## src/rtl/gpio_alarm_pkg.sv

```systemverilog
package gpio_alarm_pkg;

  // Number of flops on each pin input before it is used.
  localparam int unsigned SYNC_STAGES = 2;

  // Read select codes.
  typedef enum logic [1:0] {
    RD_PINS   = 2'd0,
    RD_SHADOW = 2'd1,
    RD_DIR    = 2'd2,
    RD_ALARM  = 2'd3
  } rd_sel_e;

endpackage

```

## src/rtl/gpio_pin_sync.sv

```systemverilog
module gpio_pin_sync #(
  parameter int unsigned WIDTH  = 8,
  parameter int unsigned STAGES = 2
) (
  input  logic             clk,
  input  logic             rst_ni,
  input  logic [WIDTH-1:0] async_in,
  output logic [WIDTH-1:0] sync_out
);

  localparam int unsigned LAST = STAGES - 1;

  logic [STAGES-1:0][WIDTH-1:0] stage_q;
  logic [STAGES-1:0][WIDTH-1:0] stage_d;

  // First stage takes the raw pins; later stages take the stage before.
  always_comb begin
    stage_d[0] = async_in;
  end

  for (genvar s = 1; s < STAGES; s++) begin : g_chain
    always_comb begin
      stage_d[s] = stage_q[s-1];
    end
  end

  always_ff @(posedge clk or negedge rst_ni) begin
    if (!rst_ni) begin
      stage_q <= '0;
    end else begin
      stage_q <= stage_d;
    end
  end

  assign sync_out = stage_q[LAST];

endmodule

```

## src/rtl/gpio_io_regs.sv

```systemverilog
module gpio_io_regs #(
  parameter int unsigned WIDTH = 8
) (
  input  logic             clk,
  input  logic             rst_ni,
  input  logic [WIDTH-1:0] wr_mask,
  input  logic             set_bits_stb,
  input  logic             clr_bits_stb,
  input  logic             set_in_stb,
  input  logic             set_out_stb,
  output logic [WIDTH-1:0] shadow,
  output logic [WIDTH-1:0] dir,
  output logic             resp_valid,
  output logic [WIDTH-1:0] resp_data
);

  logic [WIDTH-1:0] shadow_q, shadow_d;
  logic [WIDTH-1:0] dir_q, dir_d;
  logic             resp_vld_q, resp_vld_d;
  logic [WIDTH-1:0] resp_q, resp_d;
  logic             shadow_en, dir_en;
  logic [WIDTH-1:0] set_mask, clr_mask;
  logic [WIDTH-1:0] in_mask, out_mask;

  // Output shadow: clear has priority over set on shared bits.
  always_comb begin
    set_mask  = set_bits_stb ? wr_mask : '0;
    clr_mask  = clr_bits_stb ? wr_mask : '0;
    shadow_en = set_bits_stb | clr_bits_stb;
    shadow_d  = (shadow_q | set_mask) & ~clr_mask;
  end

  // Direction: 1 = output; input request has priority.
  always_comb begin
    in_mask  = set_in_stb  ? wr_mask : '0;
    out_mask = set_out_stb ? wr_mask : '0;
    dir_en   = set_in_stb | set_out_stb;
    dir_d    = (dir_q | out_mask) & ~in_mask;
  end

  // Response carries the mask of the kind that was requested.
  always_comb begin
    resp_vld_d = dir_en;
    resp_d     = resp_q;
    if (set_in_stb) begin
      resp_d = ~dir_d;
    end else if (set_out_stb) begin
      resp_d = dir_d;
    end
  end

  always_ff @(posedge clk or negedge rst_ni) begin
    if (!rst_ni) begin
      shadow_q <= '0;
    end else if (shadow_en) begin
      shadow_q <= shadow_d;
    end
  end

  always_ff @(posedge clk or negedge rst_ni) begin
    if (!rst_ni) begin
      dir_q <= '0;
    end else if (dir_en) begin
      dir_q <= dir_d;
    end
  end

  always_ff @(posedge clk or negedge rst_ni) begin
    if (!rst_ni) begin
      resp_vld_q <= 1'b0;
      resp_q     <= '0;
    end else begin
      resp_vld_q <= resp_vld_d;
      if (dir_en) begin
        resp_q <= resp_d;
      end
    end
  end

  assign shadow     = shadow_q;
  assign dir        = dir_q;
  assign resp_valid = resp_vld_q;
  assign resp_data  = resp_q;

endmodule

```

## src/rtl/gpio_alarm_regs.sv

```systemverilog
module gpio_alarm_regs #(
  parameter int unsigned WIDTH = 8
) (
  input  logic             clk,
  input  logic             rst_ni,
  input  logic [WIDTH-1:0] pins,
  input  logic [WIDTH-1:0] wr_mask,
  input  logic             arm_hi_stb,
  input  logic             arm_lo_stb,
  input  logic             clr_alarm_stb,
  output logic [WIDTH-1:0] pending,
  output logic             irq
);

  logic [WIDTH-1:0] arm_hi_q, arm_hi_d;
  logic [WIDTH-1:0] arm_lo_q, arm_lo_d;
  logic [WIDTH-1:0] pend_q, pend_d;
  logic [WIDTH-1:0] hit;
  logic [WIDTH-1:0] disarm;
  logic             arm_en;

  // Arm sets; disarm clears both kinds and wins over an arm.
  always_comb begin
    disarm   = clr_alarm_stb ? wr_mask : '0;
    arm_en   = arm_hi_stb | arm_lo_stb | clr_alarm_stb;
    arm_hi_d = (arm_hi_q | (arm_hi_stb ? wr_mask : '0)) & ~disarm;
    arm_lo_d = (arm_lo_q | (arm_lo_stb ? wr_mask : '0)) & ~disarm;
  end

  // Per-bit level match, sticky until the bit is no longer armed.
  for (genvar b = 0; b < WIDTH; b++) begin : g_bit
    always_comb begin
      hit[b]    = (arm_hi_q[b] & pins[b]) | (arm_lo_q[b] & ~pins[b]);
      pend_d[b] = (pend_q[b] | hit[b]) & (arm_hi_d[b] | arm_lo_d[b]);
    end
  end

  always_ff @(posedge clk or negedge rst_ni) begin
    if (!rst_ni) begin
      arm_hi_q <= '0;
      arm_lo_q <= '0;
    end else if (arm_en) begin
      arm_hi_q <= arm_hi_d;
      arm_lo_q <= arm_lo_d;
    end
  end

  always_ff @(posedge clk or negedge rst_ni) begin
    if (!rst_ni) begin
      pend_q <= '0;
    end else begin
      pend_q <= pend_d;
    end
  end

  assign pending = pend_q;
  assign irq     = |pend_q;

endmodule

```

## src/rtl/gpio_readback.sv

```systemverilog
module gpio_readback
  import gpio_alarm_pkg::*;
#(
  parameter int unsigned WIDTH = 8
) (
  input  logic             clk,
  input  logic             rst_ni,
  input  logic             rd_en,
  input  logic [1:0]       rd_sel,
  input  logic [WIDTH-1:0] pins,
  input  logic [WIDTH-1:0] shadow,
  input  logic [WIDTH-1:0] dir,
  input  logic [WIDTH-1:0] pending,
  output logic             rd_valid,
  output logic [WIDTH-1:0] rd_data
);

  logic             vld_q;
  logic [WIDTH-1:0] data_q, data_d;
  rd_sel_e          sel;

  always_comb begin
    sel = rd_sel_e'(rd_sel);
    unique case (sel)
      RD_PINS:   data_d = pins;
      RD_SHADOW: data_d = shadow;
      RD_DIR:    data_d = dir;
      RD_ALARM:  data_d = pending;
      default:   data_d = '0;
    endcase
  end

  always_ff @(posedge clk or negedge rst_ni) begin
    if (!rst_ni) begin
      vld_q  <= 1'b0;
      data_q <= '0;
    end else begin
      vld_q <= rd_en;
      if (rd_en) begin
        data_q <= data_d;
      end
    end
  end

  assign rd_valid = vld_q;
  assign rd_data  = data_q;

endmodule

```

## src/rtl/gpio_alarm_port.sv

```systemverilog
module gpio_alarm_port
  import gpio_alarm_pkg::*;
#(
  parameter int unsigned WIDTH = 8
) (
  input  logic             clk,
  input  logic             rst_n,
  input  logic [WIDTH-1:0] pin_in,
  output logic [WIDTH-1:0] pin_out,
  output logic [WIDTH-1:0] pin_oe,
  input  logic [WIDTH-1:0] wr_mask,
  input  logic             set_bits_stb,
  input  logic             clr_bits_stb,
  input  logic             set_in_stb,
  input  logic             set_out_stb,
  input  logic             arm_hi_stb,
  input  logic             arm_lo_stb,
  input  logic             clr_alarm_stb,
  input  logic             rd_en,
  input  logic [1:0]       rd_sel,
  output logic             rd_valid,
  output logic [WIDTH-1:0] rd_data,
  output logic             resp_valid,
  output logic [WIDTH-1:0] resp_data,
  output logic             irq
);

  logic [1:0]       rst_pipe_q;
  logic             rst_ni;
  logic [WIDTH-1:0] pins_sync;
  logic [WIDTH-1:0] shadow;
  logic [WIDTH-1:0] dir;
  logic [WIDTH-1:0] pending;

  // Reset asserts at once and lifts two edges after rst_n rises.
  always_ff @(posedge clk or negedge rst_n) begin
    if (!rst_n) begin
      rst_pipe_q <= '0;
    end else begin
      rst_pipe_q <= {rst_pipe_q[0], 1'b1};
    end
  end

  assign rst_ni = rst_pipe_q[1];

  gpio_pin_sync #(
    .WIDTH  (WIDTH),
    .STAGES (SYNC_STAGES)
  ) u_sync (
    .clk      (clk),
    .rst_ni   (rst_ni),
    .async_in (pin_in),
    .sync_out (pins_sync)
  );

  gpio_io_regs #(
    .WIDTH (WIDTH)
  ) u_io (
    .clk          (clk),
    .rst_ni       (rst_ni),
    .wr_mask      (wr_mask),
    .set_bits_stb (set_bits_stb),
    .clr_bits_stb (clr_bits_stb),
    .set_in_stb   (set_in_stb),
    .set_out_stb  (set_out_stb),
    .shadow       (shadow),
    .dir          (dir),
    .resp_valid   (resp_valid),
    .resp_data    (resp_data)
  );

  gpio_alarm_regs #(
    .WIDTH (WIDTH)
  ) u_alarm (
    .clk           (clk),
    .rst_ni        (rst_ni),
    .pins          (pins_sync),
    .wr_mask       (wr_mask),
    .arm_hi_stb    (arm_hi_stb),
    .arm_lo_stb    (arm_lo_stb),
    .clr_alarm_stb (clr_alarm_stb),
    .pending       (pending),
    .irq           (irq)
  );

  gpio_readback #(
    .WIDTH (WIDTH)
  ) u_rd (
    .clk      (clk),
    .rst_ni   (rst_ni),
    .rd_en    (rd_en),
    .rd_sel   (rd_sel),
    .pins     (pins_sync),
    .shadow   (shadow),
    .dir      (dir),
    .pending  (pending),
    .rd_valid (rd_valid),
    .rd_data  (rd_data)
  );

  assign pin_out = shadow;
  assign pin_oe  = dir;

endmodule

```

## config.mk

```make
export PLATFORM = sky130hd
export DESIGN_NAME = gpio_alarm_port
export DESIGN_NICKNAME = d
export VERILOG_FILES = /design/src/rtl/gpio_alarm_pkg.sv /design/src/rtl/gpio_pin_sync.sv /design/src/rtl/gpio_io_regs.sv /design/src/rtl/gpio_alarm_regs.sv /design/src/rtl/gpio_readback.sv /design/src/rtl/gpio_alarm_port.sv
export SDC_FILE = /design/constraint.sdc
export NUM_CORES = 1
export LEC_CHECK = 0
export ABC_AREA = 1
export BUFFER_PORTS_ARGS = -buffer_cell sky130_fd_sc_hd__buf_2
export CAP_MARGIN = 25
export CORE_MARGIN = 1
export CORE_UTILIZATION = 55
export DETAILED_ROUTE_END_ITERATION = 8
export GPL_TIMING_DRIVEN = 0
export PLACE_DENSITY = 0.88
export SYNTH_ARGS = -nofsm -noshare
export SYNTH_HDL_FRONTEND = slang
export SYNTH_SLANG_ARGS = --single-unit
```

## constraint.sdc

```tcl
create_clock -name clk -period 2.5 [get_ports clk]
set_input_delay 0.5 -clock clk [delete_from_list [all_inputs] [get_ports clk]]
set_output_delay 0.5 -clock clk [all_outputs]
set_load 0.005 [all_outputs]
```

After elaboration in Yosys (flattened, before gate mapping) --
Cells that the tools add are included.
Storage, ports and cells: bits in registers 76, input port bits 28, output and inout port bits 35
Operators by class: eq/ne operators 3, mux-type cells 10, bitwise operators 72, reductions and logical operators 4
Operator list (number):
- 8-bit 2-to-1 mux | 9
- 8-bit AND | 4
- 8-bit NOT | 4
- 8-bit OR | 4
- 8-bit case mux with 4 select lines | 1
- 1-bit OR | 28
- 1-bit AND | 24
- 1-bit NOT | 8
- 8-bit OR reduction | 1
- 2-bit == test (second input constant) | 2
- 2-bit by 1-bit == test with 1-bit output (second input constant) | 1
- 2-bit logical NOT | 1
- 2-bit AND reduction | 1
- 2-bit nonzero test | 1

Longest topological paths before layout --
Gate-level depths: netlist (run 1).
word-level depth 5, mapped depth 7, depth with buffers taken out 7

Cells and area by module --
From an unflattened synthesis (run 1), not the netlist that was laid out.
Unflattened totals: cells, all modules 450, area, all modules 3544.6 µm²
Modules (own cells, without submodules):
- gpio_io_regs | instances 1, cells an instance 161, area an instance 1282.5 µm²
- gpio_alarm_regs | instances 1, cells an instance 180, area an instance 1202.4 µm²
- gpio_readback | instances 1, cells an instance 90, area an instance 605.6 µm²
- gpio_pin_sync | instances 1, cells an instance 16, area an instance 400.4 µm²
- gpio_alarm_port | instances 1, cells an instance 3, area an instance 53.8 µm²

Worst setup path after synthesis (run 1) --
Ideal clock, no wire load.
kind input port to flip-flop, start point input rd_en, end point register u_rd.data_q[5], in the netlist u_rd.rd_data[5], arrival 1.066 ns, data required time 2.383 ns, slack 1.318 ns, cell stages on the path 5, path buffers 1, cell sequence inv_1 clkbuf_1 a21oi_1 nand2_1 nand2_1
RTL lines:
- start: declaration | line gpio_alarm_port.sv:19 | input logic rd_en,
- end signal: assignment | line gpio_readback.sv:40 | data_q <= data_d;
- end: declaration | line gpio_readback.sv:19 | logic [WIDTH-1:0] data_q, data_d;

Final worst setup path (run 1) --
start point register u_alarm.pend_q[5], in the netlist u_alarm.pending[5], end point output irq
Between the ends: cells in the longest elaborated chain, start to end 1
RTL lines:
- start: declaration | line gpio_alarm_regs.sv:17 | logic [WIDTH-1:0] pend_q, pend_d;
- start signal: assignment | line gpio_alarm_regs.sv:52 | pend_q <= pend_d;
- 8-bit OR reduction | line gpio_alarm_regs.sv:57 | assign irq = |pend_q;
- end: declaration | line gpio_alarm_port.sv:25 | output logic irq
Every way passes these cells.

==> impl_metrics.ini, run 1 <==
[worst_setup_path]
max_stage_delay_ns = 0.41
rrSetupSlack_ns = 1.41
worstPathCellList = nor2_1, nand4_1, buf_2
setup.worst_path.end_class = output pin
critPathTopFamily = flip-flops
worstPathRequired_ns = 2.00
crit_buf_inv = 1
crit_arrival_ns = 1.22
cp-start-kind = register
ff2ff_path_depth = 0
crit_fanout = 3
reg2reg_from = rst_pipe_q[1]$_DFF_PN0_
worstSetupPathType = reg2out
slowest_stage = dfrtp_1
r2r-end = u_io.resp_data[6]$_DFFE_PN0P_

[run]
cap_violations = 0

[clocking]
cts.sinks = 76
cts_root_buf = clkbuf_8
cts_tree = done
cts_buffer_depth = 2
clk_latency_ns = 0.36
post_cts_buffers = 0
cts_buffers = 9
cts_resized = 0
ctsHtreeMaxLevel = 3
clk_pin_slew_ns = 0.08
hold_buffers = 1

[layout]
nets = 511
num_antenna_cells = 0
fin_area_mm2 = 0.00398
drive_gt1_share_pct = 17.4
synthToLayoutAreaGrowth_pct = 18.4

[yosys]
synth-edff-count = 0
netlist-cell-type-count = 16
yosys.cell_count.top_type = nand2_1
syn_area_per_cell_um2 = 8.13
synth_area_mm2 = 0.00336
synthFlopType = dfrtp_1
synth.yosys.seq_area_share_pct = 56.6
synth_top_area_share_pct = 56.6
async_reset_ff_share_pct = 100
synthTopCellsByCount = nand2_1, inv_1, dfrtp_1
synth_warnings = 0
synthTopCellsByArea = dfrtp_1, nand2_1, inv_1
synth_seq_cells = 76
synthesis.nets = 441
synth_top_cell_by_area = dfrtp_1
syn_inst = 413

[routing]
avgRoutedWirePerCell_um = 14.6
first_pass_iters = 5
drcViolationCount = 0
drt_iter0_drc = 311
wl_mm = 8.21
vias = 3040
drtAntennaViolNets = 0
dr_wl_met3_um = 709
wl_met2_mm = 3.94
maxUsedRoutingLayer = met4
via_per_inst = 5.40
wl_met1_mm = 3.35

[floorplanning]
rows = 28
dieWidth_um = 80.2
initial_core_util_pct = 56.7
die_y_um = 80.2
dieArea_mm2 = 0.00642
io_pins = 63
core_area_mm2 = 0.00592

[min_path]
worstHoldPathCells = 1
hp-start = pin_in[7]
hold_end = u_sync.stage_d[15]$_DFF_PN0_
min_path_type = in2reg

[sta]
finClkSkew_ns = 0.0107
relSlewSlack_pct = 37.7
period_share_pct = 68.8
rsz0062_at_grt = false
finalHoldViolCount = 0
drv_slew = 0
tightestPinTransition_ns = 0.934
fin_crit_ns = 1.72
holdWs_ns = 0.233
setup_viol = 0
fin_tns_setup_ns = 0
clock.fmax_mhz = 582

[global_routing]
grt_pass1_wl_mm = 13.3
grt_max_degree = 75
grt_overflow = 0
grtUsageTotal_pct = 28.0
antenna_found_initial = 0
first_global_vias = 2967

[placement]
gp_congestion = 0.902
dp_hpwl_mm = 5.66
portBuffers = 58
place_area_mm2 = 0.00375

[power_and_ir_drop]
cellLeakagePower_nw = 2.30
irDropWorstVdd_v = 0.000472
power_density_mw_per_mm2 = 748

[run_status]
status = completed
==> state kept, by name, summed over array words and instances (netlist names) <==
| register | count |
|---|---|
| rst_pipe_q | 2 |
| u_alarm.arm_hi_q | 8 |
| u_alarm.arm_lo_q | 8 |
| u_alarm.pending | 8 |
| u_io.dir | 8 |
| u_io.resp_data | 8 |
| u_io.resp_valid | 1 |
| u_io.shadow | 8 |
| u_rd.rd_data | 8 |
| u_rd.rd_valid | 1 |
| u_sync.stage_d | 8 |
| u_sync.sync_out | 8 |
==> cells in the final DEF (no fill, tap or decap), types with 5 or more instances in the layout <==
master	count
a21oi_1	16
clkbuf_8	10
buf_2	61
inv_1	87
nand2_1	123
o21bai_1	11
o21ai_0	42
nand3_1	37
nor2_1	5
dfrtp_1	75
==> power by group <==
group / switching, mW / total, mW / internal [mW]
clock network: 0.447 / 1.04 / 0.590
registers: 0.111 / 1.48 / 1.37
logic: 0.276 / 0.457 / 0.181
==> per-stage QoR <==
step / util, % / instances / setup WS, ns / total power, mW
global placement: 63.2 / 546 / -0.515 / 1.92
finish: 67.2 / 563 / 0.781 / 2.97
CTS: 67.2 / 563 / 0.769 / 2.98
detailed placement: 63.3 / 546 / 0.842 / 1.95
global route: 67.2 / 563 / 0.719 / 3.10
floorplan: - / 413 / 0.227 / 1.75
==> cell families after synthesis <==
family	synth area share [%]
and+or+nand+nor	20.3
other	0.112
DFF	56.6
buffers and inverters	11.8
AOI/OAI and AO/OA	11.1
==> how the worst max path moves through the flow <==
stage | from | endpoint | slack (ns) | depth (start not counted)
after detailed placement | rd_sel[0] | u_rd.rd_data[4]$_DFFE_PN0P_ | 0.84 | 5
after global routing | u_alarm.pending[5]$_DFF_PN0_ | irq | 0.72 | 3
final | u_alarm.pending[5]$_DFF_PN0_ | irq | 0.78 | 3
after global placement | rst_pipe_q[1]$_DFF_PN0_ | u_io.resp_valid$_DFF_PN0_ | -0.51 | 0
after CTS | u_alarm.pending[5]$_DFF_PN0_ | irq | 0.77 | 3
after floorplan | rst_pipe_q[1]$_DFF_PN0_ | u_alarm.arm_hi_q[0]$_DFFE_PN0P_ | 0.23 | 0
==> layout make-up <==
type                    count  area [um2]
fillers                   475        1940
flip-flops and latches     76        1910
multi-input cells         237        1060
inverters                  91         342
repair buffers             59         300
clock buffers              12         145
well taps                  75        93.8
clock inverters             4        73.8
plain buffers               9        56.3
==> layer usage <==
layer  up-vias  global-route usage [%]
met4         0                    12.0
li1       1396                       -
met5         -                       0
met3        27                    8.30
met2       169                    45.6
met1      1448                    34.7
(Power assumes the default switching activity.)
==> inputs of run 2 (changes only) <==
- CORE_UTILIZATION: 55 -> 50
- PLACE_DENSITY: 0.88 -> 0.85
- clock period: 2.5 -> 1.5 ns (I/O delays scaled with it)
==> impl_metrics.ini, run 2 (same netlist as run 1, synthesis figures left out) <==
[power_and_ir_drop]
pwr-share-comb_pct = 14.8
power_mw = 5.12
pwr-share-clk_pct = 37.1
switching_share_pct = 26.9
p_seq_share_pct = 48.1
power_density_mw_per_mm2 = 1270
irDropWorstVdd_v = 0.000621
cellLeakagePower_nw = 2.32
p_int_mw = 3.74
p_sw_mw = 1.38

[sta]
drv_slew = 0
period_share_pct = 98.7
fin_ws_ns = 0.0201
relSlewSlack_pct = 38.9
fin_crit_ns = 1.48
finClkSkew_ns = 0.00659
setup_viol = 0
tightestPinTransition_ns = 0.917
clock.fmax_mhz = 676
rsz0062_at_grt = true
finalHoldViolCount = 0

[worst_setup_path]
crit_fanout = 3
crit_buf_inv = 1
rrSetupSlack_ns = 0.44
worstPathCellList = nor2_2, nand4_1, buf_2
max_stage_delay_ns = 0.41
slowest_stage = dfrtp_1
cp-start-kind = register
ff2ff_path_depth = 0
worstSetupPathType = reg2out
worstPathRequired_ns = 1.20
crit_arrival_ns = 1.18
setup.worst_path.end_class = output pin
critPathTopFamily = flip-flops
cp.depth = 3

[min_path]
min_path_type = in2reg
worstHoldPathCells = 1

[clocking]
cts_buffers = 9
cts.sinks = 76
clk_latency_ns = 0.35
cts_root_buf = clkbuf_8
ctsHtreeMaxLevel = 3
cts_buffer_depth = 2
cts_tree = done
clk_pin_slew_ns = 0.08

[global_routing]
grt_overflow = 0
grtUsageTotal_pct = 24.1
first_global_vias = 2762
grt_pass1_wl_mm = 12.9
antenna_found_initial = 0
grt_max_degree = 75

[floorplanning]
core_area_mm2 = 0.00642
io_pins = 63
dieArea_mm2 = 0.00705
initial_core_util_pct = 52.3
die_y_um = 84.0
dieWidth_um = 84.0
rows = 29

[placement]
gp_congestion = 0.887
portBuffers = 58
place_area_mm2 = 0.00375
dp_slack_ns = 0.0727
dp_hpwl_mm = 5.65

[layout]
multiInputGateArea_mm2 = 0.00106
synthToLayoutAreaGrowth_pct = 19.6
final_cell_mix = nand2_1, inv_1, dfrtp_1, buf_2, o21ai_0
num_antenna_cells = 0
fin_area_mm2 = 0.00402
postLayoutCoreUtil_pct = 62.6
ff_latch_area_mm2 = 0.00191
drive_gt1_share_pct = 18.2
nets = 512
n_fill_cell = 593
final_common_cell = nand2_1

[routing]
drtAntennaViolNets = 0
wl_mm = 7.78
vias = 2875
drcViolationCount = 12
avgRoutedWirePerCell_um = 13.7
drt_iter0_drc = 257
first_pass_iters = 7
via_per_inst = 5.08

[run_status]
violations = DRC
status = complete, but fails checks

[run]
cap_violations = 0
## run 2: changes by cell type in the layout (fill, tap and decap cells not counted)
cell and change:
buf_4 +1, bufinv_16 +1, clkbuf_1 -2, clkinvlp_4 +1, nor2_1 -1, nor2_2 +1
## run 2: routing by layer
metal	vias to the layer above	GRT usage (%)	share of wire (%)
li1	1409	-	-
met1	1365	31.1	44
met5	-	0	0
met3	12	6.23	5.9
met2	89	39.9	49
met4	0	7.37	1.1
## run 2: cell type report
cell class / instances / area share (%)
clock inverters: 6 / 2.77
well taps: 77 / 2.40
plain buffers: 9 / 1.40
inverters: 91 / 8.50
multi-input cells: 237 / 26.4
repair buffers: 60 / 7.66
clock buffers: 10 / 3.42
flip-flops and latches: 76 / 47.4
## run 2: final timing paths
check                                                  start                            end
worst max-delay path            u_alarm.pending[5]$_DFF_PN0_                            irq
worst min-delay path                               pin_in[3]   u_sync.stage_d[11]$_DFF_PN0_
worst max register to register       rst_pipe_q[1]$_DFF_PN0_  u_io.resp_data[7]$_DFFE_PN0P_
worst min register to register  u_sync.stage_d[10]$_DFF_PN0_   u_sync.sync_out[2]$_DFF_PN0_
max in group asynchronous            rst_pipe_q[1]$_DFF_PN0_  u_io.resp_data[7]$_DFFE_PN0P_
min in group asynchronous                              rst_n        rst_pipe_q[1]$_DFF_PN0_
## run 2: power groups by stage
stage | Combinational, mW | Clock, mW | Sequential, mW
detailed placement | 0.737 | 0 | 2.50
floorplan | 0.452 | 0 | 2.47
global route | 0.871 | 2.02 | 2.50
finish | 0.757 | 1.90 | 2.46
global placement | 0.707 | 0 | 2.50
CTS | 0.758 | 1.94 | 2.46
## run 2: stage by stage
step	hold WS, ns	instances	TNS, ns
after floorplan	0.00441	413	0
after global placement	0.0851	548	-13.85
after detailed placement	0.0871	548	0
after CTS	0.0349	566	0
after global routing	0.0215	566	-0.0276
final	0.0462	566	0
## run 2: repair_timing
action | CTS | global route
hold endpoints to repair | 2 | 0
setup buffers | 1 | 0
endpoints found under the setup margin | 1 | 1
pin swaps | 0 | 2
resized for setup | 1 | 0
hold buffers | 1 | 0
